## src/rtl/e1_err_counter_bank.sv

```systemverilog
module e1_err_counter_bank #(
  parameter int ADDR_W = 8
) (
  input  logic              clk,
  input  logic              rst_n,
  input  logic              fas_err,
  input  logic              crc_err,
  input  logic              ebit_err,
  input  logic              los,
  input  logic              sync_search,
  input  logic              sec_tick,
  input  logic [ADDR_W-1:0] rd_addr,
  output logic [7:0]        rd_data
);
  localparam int FAS_W = 12;
  localparam int CRC_W = 10;
  localparam int EB_W  = 10;
  localparam logic [ADDR_W-1:0] A_FAS_HI = ADDR_W'(2);
  localparam logic [ADDR_W-1:0] A_CRC_LO = ADDR_W'(3);
  localparam logic [ADDR_W-1:0] A_FAS_LO = ADDR_W'(4);
  localparam logic [ADDR_W-1:0] A_EB_LO  = ADDR_W'(5);

  logic [FAS_W-1:0] fas_cnt, fas_snap;
  logic [CRC_W-1:0] crc_cnt, crc_snap;
  logic [EB_W-1:0]  eb_cnt,  eb_snap;

  wire fas_ok = fas_err && !los && !sync_search;
  wire crc_up = crc_err && !(&crc_cnt);
  wire eb_up  = ebit_err && !(&eb_cnt);

  always_ff @(posedge clk or negedge rst_n) begin
    if (!rst_n) begin
      fas_cnt  <= '0;
      crc_cnt  <= '0;
      eb_cnt   <= '0;
      fas_snap <= '0;
      crc_snap <= '0;
      eb_snap  <= '0;
    end else if (sec_tick) begin
      fas_snap <= fas_cnt;
      crc_snap <= crc_cnt;
      eb_snap  <= eb_cnt;
      fas_cnt  <= FAS_W'(fas_ok);
      crc_cnt  <= CRC_W'(crc_err);
      eb_cnt   <= EB_W'(ebit_err);
    end else begin
      if (fas_ok) fas_cnt <= fas_cnt + 1'b1;
      if (crc_up) crc_cnt <= crc_cnt + 1'b1;
      if (eb_up)  eb_cnt  <= eb_cnt + 1'b1;
    end
  end

  always_comb begin
    case (rd_addr)
      A_FAS_HI: rd_data = {fas_snap[11:6], crc_snap[9:8]};
      A_CRC_LO: rd_data = crc_snap[7:0];
      A_FAS_LO: rd_data = {fas_snap[5:0], eb_snap[9:8]};
      A_EB_LO:  rd_data = eb_snap[7:0];
      default:  rd_data = 8'h00;
    endcase
  end
endmodule

```

## config.mk

```make
export PLATFORM = sky130hd
export DESIGN_NAME = e1_err_counter_bank
export DESIGN_NICKNAME = d
export VERILOG_FILES = /design/src/rtl/e1_err_counter_bank.sv
export SDC_FILE = /design/constraint.sdc
export NUM_CORES = 1
export LEC_CHECK = 0
export BUFFER_PORTS_ARGS = -buffer_cell sky130_fd_sc_hd__buf_2
export CORE_ASPECT_RATIO = 0.6
export CORE_MARGIN = 8
export CORE_UTILIZATION = 40
export DETAILED_ROUTE_END_ITERATION = 10
export PLACE_DENSITY = 0.55
export SLEW_MARGIN = 20
export SYNTH_ARGS = -nofsm -noshare
export SYNTH_HDL_FRONTEND = slang
export SYNTH_SLANG_ARGS = --single-unit
```

## constraint.sdc

```tcl
create_clock -name clk -period 2.4 [get_ports clk]
set_input_delay 0.48 -clock clk [delete_from_list [all_inputs] [get_ports clk]]
set_output_delay 0.48 -clock clk [all_outputs]
set_load 0.01 [all_outputs]
```

**Yosys cells after proc, flatten, opt, wreduce, memory -nomap -nowiden**

Index checks and enable logic that the tools add are counted.

- Logic and storage cells: 33
- Input bits: 16
- Flip-flop bits (word level): 64

- Reductions and logical operators: 13
- Add/sub/neg operators: 3
- Equal/unequal tests: 4
- Multiplexer cells: 7

Operators with widths:

| cell | number |
|---|---|
| $mux W10 | 4 |
| $pmux W8 S4 | 1 |
| $mux W12 | 2 |
| $add A10 B1 Y10 const B | 2 |
| $reduce_and A10 Y1 | 2 |
| $eq A8 B2 Y1 const B | 2 |
| $eq A8 B3 Y1 const B | 2 |
| $add A12 B1 Y12 const B | 1 |
| $reduce_bool A2 Y1 | 3 |
| $logic_and A1 B1 Y1 | 4 |
| $logic_not A1 Y1 | 4 |

**Logic depth before layout (Yosys ltp)**

Gate-level depths: netlist of the first run.

- Depth in word-level cells: 5
- Gate-level depth with buffers: 5

**Least setup slack after synthesis of the first run**

No wires, ideal clock.

- Path kind: input-to-output
- Start: input rd_addr[5]
- End: output rd_data[0]
- Data required time: 1.920 ns
- Setup slack: 0.319 ns
- Arrival: 1.601 ns
- Stages: 4
- Cell sequence: nor3_1 nand2_1 nor3_1 a221o_1

- Cells in the longest elaborated chain, start to end: 2
- Elaborated cells between the ends (all ways): 5
- Classes of those cells: eq/ne (4); mux (1)

Ends and longest elaborated chain:

| element | line | source |
|---|---|---|
| from (decl) | 12 | `input logic [ADDR_W-1:0] rd_addr,` |
| $eq A8 B3 Y1 or $eq A8 B2 Y1 (tied branches) | 54 | `case (rd_addr)` |
| $pmux W8 S4 * | 54 |  |
| to (decl) | 13 | `output logic [7:0] rd_data` |

Every way passes the cells marked *; elsewhere a longest branch is shown, timed or not.

**Final worst setup path of the first run**

- Start: input rd_addr[5]
- End: output rd_data[6]

Same word-level chain as after synthesis.

==> metrics.csv, run 1 <==
stage,metric,value,unit
status,status,"finished, final reports clean",
logic_synthesis,synth_cell_types,42,
flow_run,maxCapViolCount,0,
logic_synthesis,synth-edff-count,0,
pwr,power,2580,µW
grt,grt_first_pass_wirelength,10900,µm
drt,ant_nets,0,
cts,cts-root-buf,clkbuf_16,
place,place_congestion,0.822,
grt,globalRouteOverflowTotal,0,
drt,dr_wl_met3,342,µm
logic_synthesis,synth_warnings,0,
timing,fin_crit,2.12,ns
logic_synthesis,synth_common_cells,"dfrtp_1 (64), mux2_2 (32), nor2_1 (29)",
logic_synthesis,ys_seq_area_share,51.9,%
logic_synthesis,synth_cells,274,
min_path,min_path_type,in2async,
die,rows,24,
pwr,combPwrFrac,5.1,%
place,portBuffers,23,
drt,totalWireLength,6500,µm
cells_and_area,nNetsFinal,321,
cts,cts_buffer_depth,2,
grt,antenna_found_initial,0,
setup_path,required,1.92,ns
pwr,p_int,2020,µW
die,pin_count,24,
logic_synthesis,synth.most_common_cell,dfrtp_1,
die,die_h,84.0,µm
drt,dr.pass1.iters,4,
grt,grt_usage,12.7,%
pwr,p_leak,0.00163,µW
cts,cts_tree,yes,
timing,worst_slack,0.281,ns
place,dp_hpwl,4520,µm
timing,finalSetupViolations,0,
timing,final.setup.tns,0,ns
cts,clkTransAtPathRegs,0.05,ns
drt,drt_iter0_drc,141,
cts,cts_buffers,9,
logic_synthesis,syn-num-nets,293,
place,placed_cell_area,3340,µm²
logic_synthesis,yosysTopAreaCell,dfrtp_1,
pwr,powerDensity,708,nW/µm²
cells_and_area,area_growth,18.3,%
drt,vias,2221,
logic_synthesis,netlist.area_leader.share,51.9,%
timing,rsz0062_at_grt,no,
drt,viasPerCell,5.40,
timing,hold_viol_final,0,
pwr,swShare,21.9,%
drt,avgRoutedWirePerCell,15.8,µm
setup_path,arrival,1.64,ns
cts,htreeDepth,3,
place,dp_cells,395,
cts,holdBufCountCts,0,
die,initial_core_util,41.9,%
logic_synthesis,syn_area,3080,µm²
logic_synthesis,ys.flop_type,dfrtp_1,
cts,cts_resized,0,
drt,top_layer_used,met4,
timing,finClkSkew,0.00636,ns
setup_path,startpoint_type,input pin,
die,core_area,7360,µm²
timing,worst_slew_pin_slew,0.448,ns
place,pre_cts_ws,0.270,ns
grt,grt_max_degree,65,
drt,post-route-drc-count,0,
drt,met2WireLength,2460,µm
timing,report.final.slew_viol_count,0,
timing,timing.fmax,0.472,GHz
logic_synthesis,ys_ff_latch,64,
cells_and_area,drive_above_1_share,26.4,%
pwr,p_clk_share,51.2,%
pwr,power_frac_seq,43.7,%
drt,drt-met1-wl,3610,µm
cells_and_area,diodes,0,
setup_path,end_kind,output port,
timing,post-route-period-util,88.3,%
logic_synthesis,synth.area.top_cells,"dfrtp_1 (52%), mux2_2 (12%), mux2i_1 (3.6%)",
pwr,ir_drop,0.400,mV
cts,clock_latency,0.33,ns
cts,cts_sinks,64,
grt,grt_pass1_vias,2066,
cells_and_area,layout.cells.non_filler,411,
cts,cts_setup_buffers,0,
timing,relSlewSlack,69.9,%
die,fp.dieW,129,µm
logic_synthesis,postSynthAreaPerCell,11.3,µm²
cells_and_area,final_area,3650,µm²
setup_path,crit_type,in2out,
logic_synthesis,async_flop_share,100,%
pwr,p_switching,565,µW
die,die_area,10900,µm²
setup_path,crit_fanout,8,
[final timing paths]
check / start / cells past startpoint / slack [ns] / to
worst max-delay path: rd_addr[5] / 7 / 0.28 / rd_data[6]
min in group clk: ebit_err / 2 / 0.47 / eb_cnt[0]
worst min register to register: fas_snap[2] / 1 / 0.50 / fas_snap[2]
max in group asynchronous: rst_n / 2 / 1.96 / crc_cnt[5]
worst min-delay path: rst_n / 2 / 0.16 / fas_cnt[11]
worst max register to register: crc_cnt[0] / 5 / 0.68 / crc_cnt[8]
[cell usage in the layout, fill, tap and decap left out, drive strengths merged, types with 8 or more instances in the layout]
master  instances
a21oi           8
nor2           29
a221o           9
nand3          10
mux2i          11
dfrtp          64
clkbuf         11
nand2          11
mux2           32
buf            28
nor3           13
[cell type report]
class	count	area, µm²
Inverter	4	15.0
Timing Repair Buffer	28	178
Multi-Input combinational cell	195	1420
Tap cell	104	130
Fill cell	692	3710
Sequential cell	64	1600
Clock inverter	5	55.1
Clock buffer	11	253
[registers in the layout, summed over array words and instances (netlist names)]
name,flops
crc_cnt,10
crc_snap,10
eb_cnt,10
eb_snap,10
fas_cnt,12
fas_snap,12
[critical path, cell delays in order]
cell     delay (ns)
buf_2          0.09
nor3_1         0.24
nand2_1        0.12
nor4b_2        0.21
buf_4          0.21
a221o_1        0.15
buf_2          0.14
[metal layers]
metal / global-route usage [%] / up-vias
met3: 4.15 / 8
met1: 19.4 / 1093
met4: 4.77 / 0
li1: - / 1076
met2: 15.6 / 44
met5: 0 / -
[logic make-up after synthesis]
logic type               count (synthesis)  share of synthesized area, %
AND/OR/NAND/NOR                         98                          17.0
multiplexers                            43                          15.3
adder cells (fa/ha/maj)                  3                          1.22
buffers and inverters                   15                          2.11
AO/OA/AOI/OAI                           38                          8.80
XOR/XNOR                                13                          3.69
flip-flops                              64                          51.9
[power by group through the flow]
stage,sequential (µW),clock [µW],combinational (µW)
4_1_cts,1130,1360,136
3_3_place_gp,1150,0,133
6_report,1130,1320,132
5_1_grt,1130,1420,149
3_5_place_dp,1150,0,134
2_1_floorplan,1140,0,80.9
[metrics by stage]
step,hold slack (ns),util (%)
finish,0.156,49.6
global route,0.189,49.6
floorplan,0.184,-
global placement,0.490,45.4
CTS,0.174,49.6
detailed placement,0.498,45.4
Power figures use the tool's default switching activity.
==> run 2: changes to the inputs <==
--- a/config.mk
+++ b/config.mk
@@ -8,9 +8,9 @@
 export BUFFER_PORTS_ARGS = -buffer_cell sky130_fd_sc_hd__buf_2
 export CORE_ASPECT_RATIO = 0.6
 export CORE_MARGIN = 8
-export CORE_UTILIZATION = 40
+export CORE_UTILIZATION = 55
 export DETAILED_ROUTE_END_ITERATION = 10
-export PLACE_DENSITY = 0.55
+export PLACE_DENSITY = 0.72
 export SLEW_MARGIN = 20
 export SYNTH_ARGS = -nofsm -noshare
 export SYNTH_HDL_FRONTEND = slang
==> run 2 against run 1 <==
Net effect: critical path depth is 1 lower; wire length decreased by 2.8%; sequential power barely moved; setup slack worse by 0.040 ns; largest power group is now registers.
==> metrics.csv, run 2 (synthesis results as in run 1) <==
stage,metric,value,unit,change
status,status,"finished, final reports clean",,unchanged
cts,cts-root-buf,clkbuf_8,,was clkbuf_16
grt,grt_first_pass_wirelength,10600,µm,was 10900 µm
timing,final.setup.tns,0,ns,unchanged
setup_path,path_delay_family,simple AND/OR/NAND/NOR gates,,unchanged
cts,cts_resized,0,,unchanged
setup_path,crit_type,in2out,,unchanged
timing,post-route-period-util,90.0,%,was 88.3%
cts,clock_latency,0.34,ns,was 0.33 ns
setup_path,end_kind,output port,,unchanged
setup_path,required,1.92,ns,about the same
die,initial_core_util,56.2,%,was 41.9%
die,fp.dieW,113,µm,was 129 µm
drt,avgRoutedWirePerCell,16.8,µm,was 15.8 µm
cts,cts_tree,yes,,unchanged
die,die_h,74.0,µm,was 84.0 µm
drt,ant_nets,0,,unchanged
timing,timing.fmax,0.463,GHz,was 0.472 GHz
grt,globalRouteOverflowTotal,0,,unchanged
cells_and_area,drive_above_1_share,26.4,%,unchanged
pwr,p_leak,0.00160,µW,was 0.00163 µW
setup_path,slowest_delay,0.38,ns,was 0.24 ns
die,rows,21,,was 24
cts,htreeDepth,3,,unchanged
grt,antenna_found_initial,0,,unchanged
flow_run,maxCapViolCount,0,,unchanged
cts,clkTransAtPathRegs,0.07,ns,was 0.05 ns
pwr,ir_drop,0.266,mV,was 0.400 mV
setup_path,crit_chain,buf_2 > nor3_1 > nand4b_1 > nor2_1 > a221o_1 > buf_2,,was buf_2 > nor3_1 > nand2_1 > nor4b_2 > buf_4 > a221o_1 > buf_2
cells_and_area,final_core_util,64.0,%,was 49.6%
drt,post-route-drc-count,0,,unchanged
setup_path,startpoint_type,input pin,,unchanged
timing,finClkSkew,0.00484,ns,was 0.00636 ns
cells_and_area,layout_common_cells,"dfrtp_1 (64), mux2_2 (32), nor2_1 (29)",,unchanged
cells_and_area,final_area,3520,µm²,was 3650 µm²
timing,worst_slew_pin_slew,0.603,ns,was 0.448 ns
grt,grt_usage,16.4,%,was 12.7%
cells_and_area,fillCellCount,450,,was 692
cts,cts_buffers,9,,unchanged
drt,totalWireLength,6320,µm,was 6500 µm
cells_and_area,nNetsFinal,321,,unchanged
grt,grt_max_degree,45,,was 65
timing,relSlewSlack,59.8,%,was 69.9%
die,core_area,5490,µm²,was 7360 µm²
setup_path,crit_fanout,8,,unchanged
place,dp_hpwl,4410,µm,was 4520 µm
min_path,min_path_type,in2async,,unchanged
setup_path,slowest_stage,nand4b_1,,was nor3_1
drt,viasPerCell,5.92,,was 5.40
cells_and_area,diodes,0,,unchanged
timing,rsz0062_at_grt,no,,unchanged
timing,finalSetupViolations,0,,unchanged
pwr,power,2280,µW,was 2580 µW
die,die_area,8340,µm²,was 10900 µm²
setup_path,arrival,1.68,ns,was 1.64 ns
cts,cts_setup_buffers,0,,unchanged
setup_path,critPathBufInv,2,,was 3
drt,dr.pass1.iters,4,,unchanged
timing,fin_crit,2.16,ns,was 2.12 ns
place,place_congestion,0.837,,was 0.822
pwr,powerDensity,649,nW/µm²,was 708 nW/µm²
timing,report.final.slew_viol_count,0,,unchanged
timing,hold_viol_final,0,,unchanged
place,placed_cell_area,3300,µm²,was 3340 µm²
drt,vias,2226,,was 2221
setup_path,crit_top_cell,buf_2,,unchanged
drt,drt_iter0_drc,127,,was 141
cts,cts_buffer_depth,2,,unchanged
cts,holdBufCountCts,0,,unchanged
die,pin_count,24,,unchanged
cts,cts_sinks,64,,unchanged
place,portBuffers,23,,unchanged
cells_and_area,area_growth,14.0,%,was 18.3%
grt,grt_pass1_vias,2164,,was 2066
cells_and_area,reg_top3,"fas_cnt: 12 flops, fas_snap: 12 flops",,unchanged
cells_and_area,final_common_cell,dfrtp_1,,unchanged
-- run 2: cell types whose count changed in the layout (fill, tap and decap cells not counted), sizes merged --
cell,delta
bufinv,+1
inv,+1
clkinv,+1
clkinvlp,-1
clkbuf,-2
-- run 2: worst paths after layout --
kind,start,endpoint,slack (ns),cells after the start
hold / removal,rst_n,fas_cnt[11],0.14,1
min in group clk,crc_err,crc_cnt[1],0.47,3
setup / recovery,rd_addr[5],rd_data[4],0.24,6
hold reg to reg,fas_snap[5],fas_snap[5],0.51,1
max in group asynchronous,rst_n,eb_cnt[6],1.66,2
setup reg to reg,crc_cnt[0],crc_cnt[8],0.68,5
-- run 2: cell type report --
type	instances	area [µm²]	area share [%]
flip-flops and latches	64	1600	45.5
multi-input cells	195	1420	40.3
repair buffers	28	178	5.05
clock buffers	9	124	3.52
clock inverters	7	95.1	2.70
well taps	69	86.3	2.45
inverters	4	15.0	0.427
-- run 2: stage by stage --
stage / hold WS [ns] / setup WS (ns) / std cells
after floorplan: 0.184 / 0.319 / 274
after global routing: 0.181 / 0.142 / 376
after CTS: 0.149 / 0.246 / 376
after detailed placement: 0.496 / 0.254 / 360
after global placement: 0.491 / 0.291 / 360
final: 0.138 / 0.241 / 376
-- run 2: layer usage --
layer	GRT usage [%]	up-vias	share of wire, %
met5	0	-	0
met2	23.7	61	43
li1	-	1073	-
met4	5.04	0	0.30
met1	22.3	1090	49
met3	6.32	2	7.6
-- run 2: where the power goes --
part / leakage, µW / switching [µW] / internal (µW)
Sequential: 0.000879 / 23.3 / 1100
Clock: 0.000110 / 435 / 586
Combinational: 0.000608 / 75.8 / 59.0
Total: 0.00160 / 534 / 1750
==> run 3: changes to the inputs <==
--- a/config.mk
+++ b/config.mk
@@ -10,7 +10,7 @@
 export CORE_MARGIN = 8
 export CORE_UTILIZATION = 55
 export DETAILED_ROUTE_END_ITERATION = 10
-export PLACE_DENSITY = 0.72
+export PLACE_DENSITY = 0.71
 export SLEW_MARGIN = 20
 export SYNTH_ARGS = -nofsm -noshare
 export SYNTH_HDL_FRONTEND = slang
==> run 3 against run 2 <==
Net effect: fmax up 0.61%; critical path depth did not move; sequential share of layout area is 0.94 points higher; hold slack improved by 0.00053 ns; global-route usage up 0.59 points; clock skew is 0.0015 ns higher; core utilization shrank 1.3 points; combinational power about the same; die area unchanged; wire length about the same; non-clock buffer count is the same; largest power group unchanged.
==> metrics.csv, run 3 (synthesis results as in run 1) <==
stage,metric,value,unit,change
place,place_congestion,0.825,,was 0.837
die,pin_count,24,,unchanged
drt,dr.pass1.iters,4,,unchanged
cts,cts-root-buf,clkbuf_8,,unchanged
die,core_area,5490,µm²,unchanged
die,die_h,74.0,µm,unchanged
pwr,p_leak,0.00157,µW,was 0.00160 µW
pwr,power,2040,µW,was 2280 µW
cts,holdBufCountCts,0,,unchanged
die,rows,21,,unchanged
cells_and_area,layout_common_cells,"dfrtp_1 (64), mux2_2 (32), nor2_1 (29)",,unchanged
cts,clkTransAtPathRegs,0.07,ns,about the same
setup_path,crit_fanout,8,,unchanged
grt,grt_pass1_vias,2225,,was 2164
status,status,"finished, final reports clean",,unchanged
grt,grt_max_degree,67,,was 45
grt,grt_first_pass_wirelength,11000,µm,was 10600 µm
grt,globalRouteOverflowTotal,0,,unchanged
drt,vias,2273,,was 2226
cts,htreeDepth,3,,unchanged
cells_and_area,nNetsFinal,321,,unchanged
timing,rsz0062_at_grt,no,,unchanged
timing,worst_slack,0.254,ns,was 0.241 ns
timing,hold_viol_final,0,,unchanged
timing,relSlewSlack,60.2,%,was 59.8%
timing,timing.fmax,0.466,GHz,was 0.463 GHz
grt,grt_usage,17.0,%,was 16.4%
cells_and_area,final_area,3450,µm²,was 3520 µm²
cts,cts_buffers,9,,unchanged
cts,cts_tree,yes,,unchanged
drt,drt_iter0_drc,100,,was 127
drt,totalWireLength,6330,µm,was 6320 µm
cts,cts_buffer_depth,2,,unchanged
drt,viasPerCell,6.08,,was 5.92
drt,ant_nets,0,,unchanged
timing,report.final.slew_viol_count,0,,unchanged
cells_and_area,area_growth,11.7,%,was 14.0%
drt,post-route-drc-count,0,,unchanged
die,fp.dieW,113,µm,unchanged
cts,cts_resized,0,,unchanged
min_path,min_path_type,in2async,,unchanged
place,pre_cts_ws,0.265,ns,was 0.254 ns
timing,post-route-period-util,89.4,%,was 90.0%
place,dp_hpwl,4340,µm,was 4410 µm
cts,cts_setup_buffers,0,,unchanged
timing,fin_crit,2.15,ns,was 2.16 ns
pwr,powerDensity,593,nW/µm²,was 649 nW/µm²
cells_and_area,fillCellCount,448,,was 450
cells_and_area,final_common_cell,dfrtp_1,,unchanged
cells_and_area,final_core_util,62.7,%,was 64.0%
timing,worst_slew_pin_slew,0.596,ns,was 0.603 ns
drt,avgRoutedWirePerCell,16.9,µm,was 16.8 µm
place,portBuffers,23,,unchanged
cells_and_area,reg_top3,"fas_cnt: 12 flops, fas_snap: 12 flops",,unchanged
cts,clock_latency,0.34,ns,about the same
die,die_area,8340,µm²,unchanged
place,placed_cell_area,3290,µm²,was 3300 µm²
setup_path,end_kind,output port,,unchanged
flow_run,maxCapViolCount,0,,unchanged
setup_path,arrival,1.67,ns,was 1.68 ns
pwr,ir_drop,0.372,mV,was 0.266 mV
cells_and_area,drive_above_1_share,25.9,%,was 26.4%
grt,antenna_found_initial,0,,unchanged
timing,finalSetupViolations,0,,unchanged
cells_and_area,diodes,0,,unchanged
setup_path,startpoint_type,input pin,,unchanged
setup_path,required,1.92,ns,about the same
setup_path,reg2regPathDepth,5,,unchanged
timing,finClkSkew,0.00636,ns,was 0.00484 ns
setup_path,crit_type,in2out,,unchanged
cts,cts_sinks,64,,unchanged
die,initial_core_util,56.2,%,unchanged
timing,final.setup.tns,0,ns,unchanged
[run 3: changes by cell type in the layout (fill, tap and decap cells not counted)]
cell	before	now
clkinv_2	2	3
buf_4	3	4
inv_6	1	0
clkbuf_8	9	10
bufinv_16	2	0
buf_12	2	1
clkinv_4	1	0
[run 3: worst paths after layout]
check                       startpoint     endpoint  slack, ns
max in group asynchronous        rst_n  fas_snap[0]       1.57
setup / recovery            rd_addr[5]   rd_data[3]       0.25
hold / removal                   rst_n   fas_cnt[3]       0.14
setup reg to reg            crc_cnt[0]   crc_cnt[8]       0.72
min in group clk              ebit_err    eb_cnt[0]       0.45
hold reg to reg            fas_snap[4]  fas_snap[4]       0.51
[run 3: cell type report]
| cell class | instances | area [µm²] | share of cell area (%) |
|---|---|---|---|
| Clock buffer | 10 | 138 | 3.99 |
| Clock inverter | 4 | 22.5 | 0.654 |
| Inverter | 4 | 15.0 | 0.436 |
| Multi-Input combinational cell | 195 | 1420 | 41.1 |
| Sequential cell | 64 | 1600 | 46.5 |
| Tap cell | 69 | 86.3 | 2.51 |
| Timing Repair Buffer | 28 | 165 | 4.79 |
[run 3: routing by layer]
layer / global-route usage [%] / up-vias / share of wire (%)
li1: - / 1079 / -
met1: 22.9 / 1136 / 50
met2: 24.7 / 46 / 43
met3: 5.59 / 12 / 5.5
met4: 7.12 / 0 / 1.5
met5: 0 / - / 0
[run 3: through the flow]
stage	hold slack [ns]	std cells
after floorplan	0.184	274
after global placement	0.490	360
after detailed placement	0.496	360
after CTS	0.145	374
after global routing	0.174	374
final	0.138	374
[run 3: report_power, final]
part | internal (µW) | switching, µW | leakage (µW) | total, µW
sequential | 1100 | 23.0 | 0.000879 | 1130
clock | 385 | 398 | 0.0000838 | 783
combinational | 57.1 | 76.2 | 0.000604 | 133
total | 1550 | 497 | 0.00157 | 2040
[run 3: critical path: stages]
cell and delay (ns):
buf_2 0.09, nor3_1 0.24, nand4b_1 0.38, nor2_1 0.22, a221o_1 0.12, buf_2 0.12
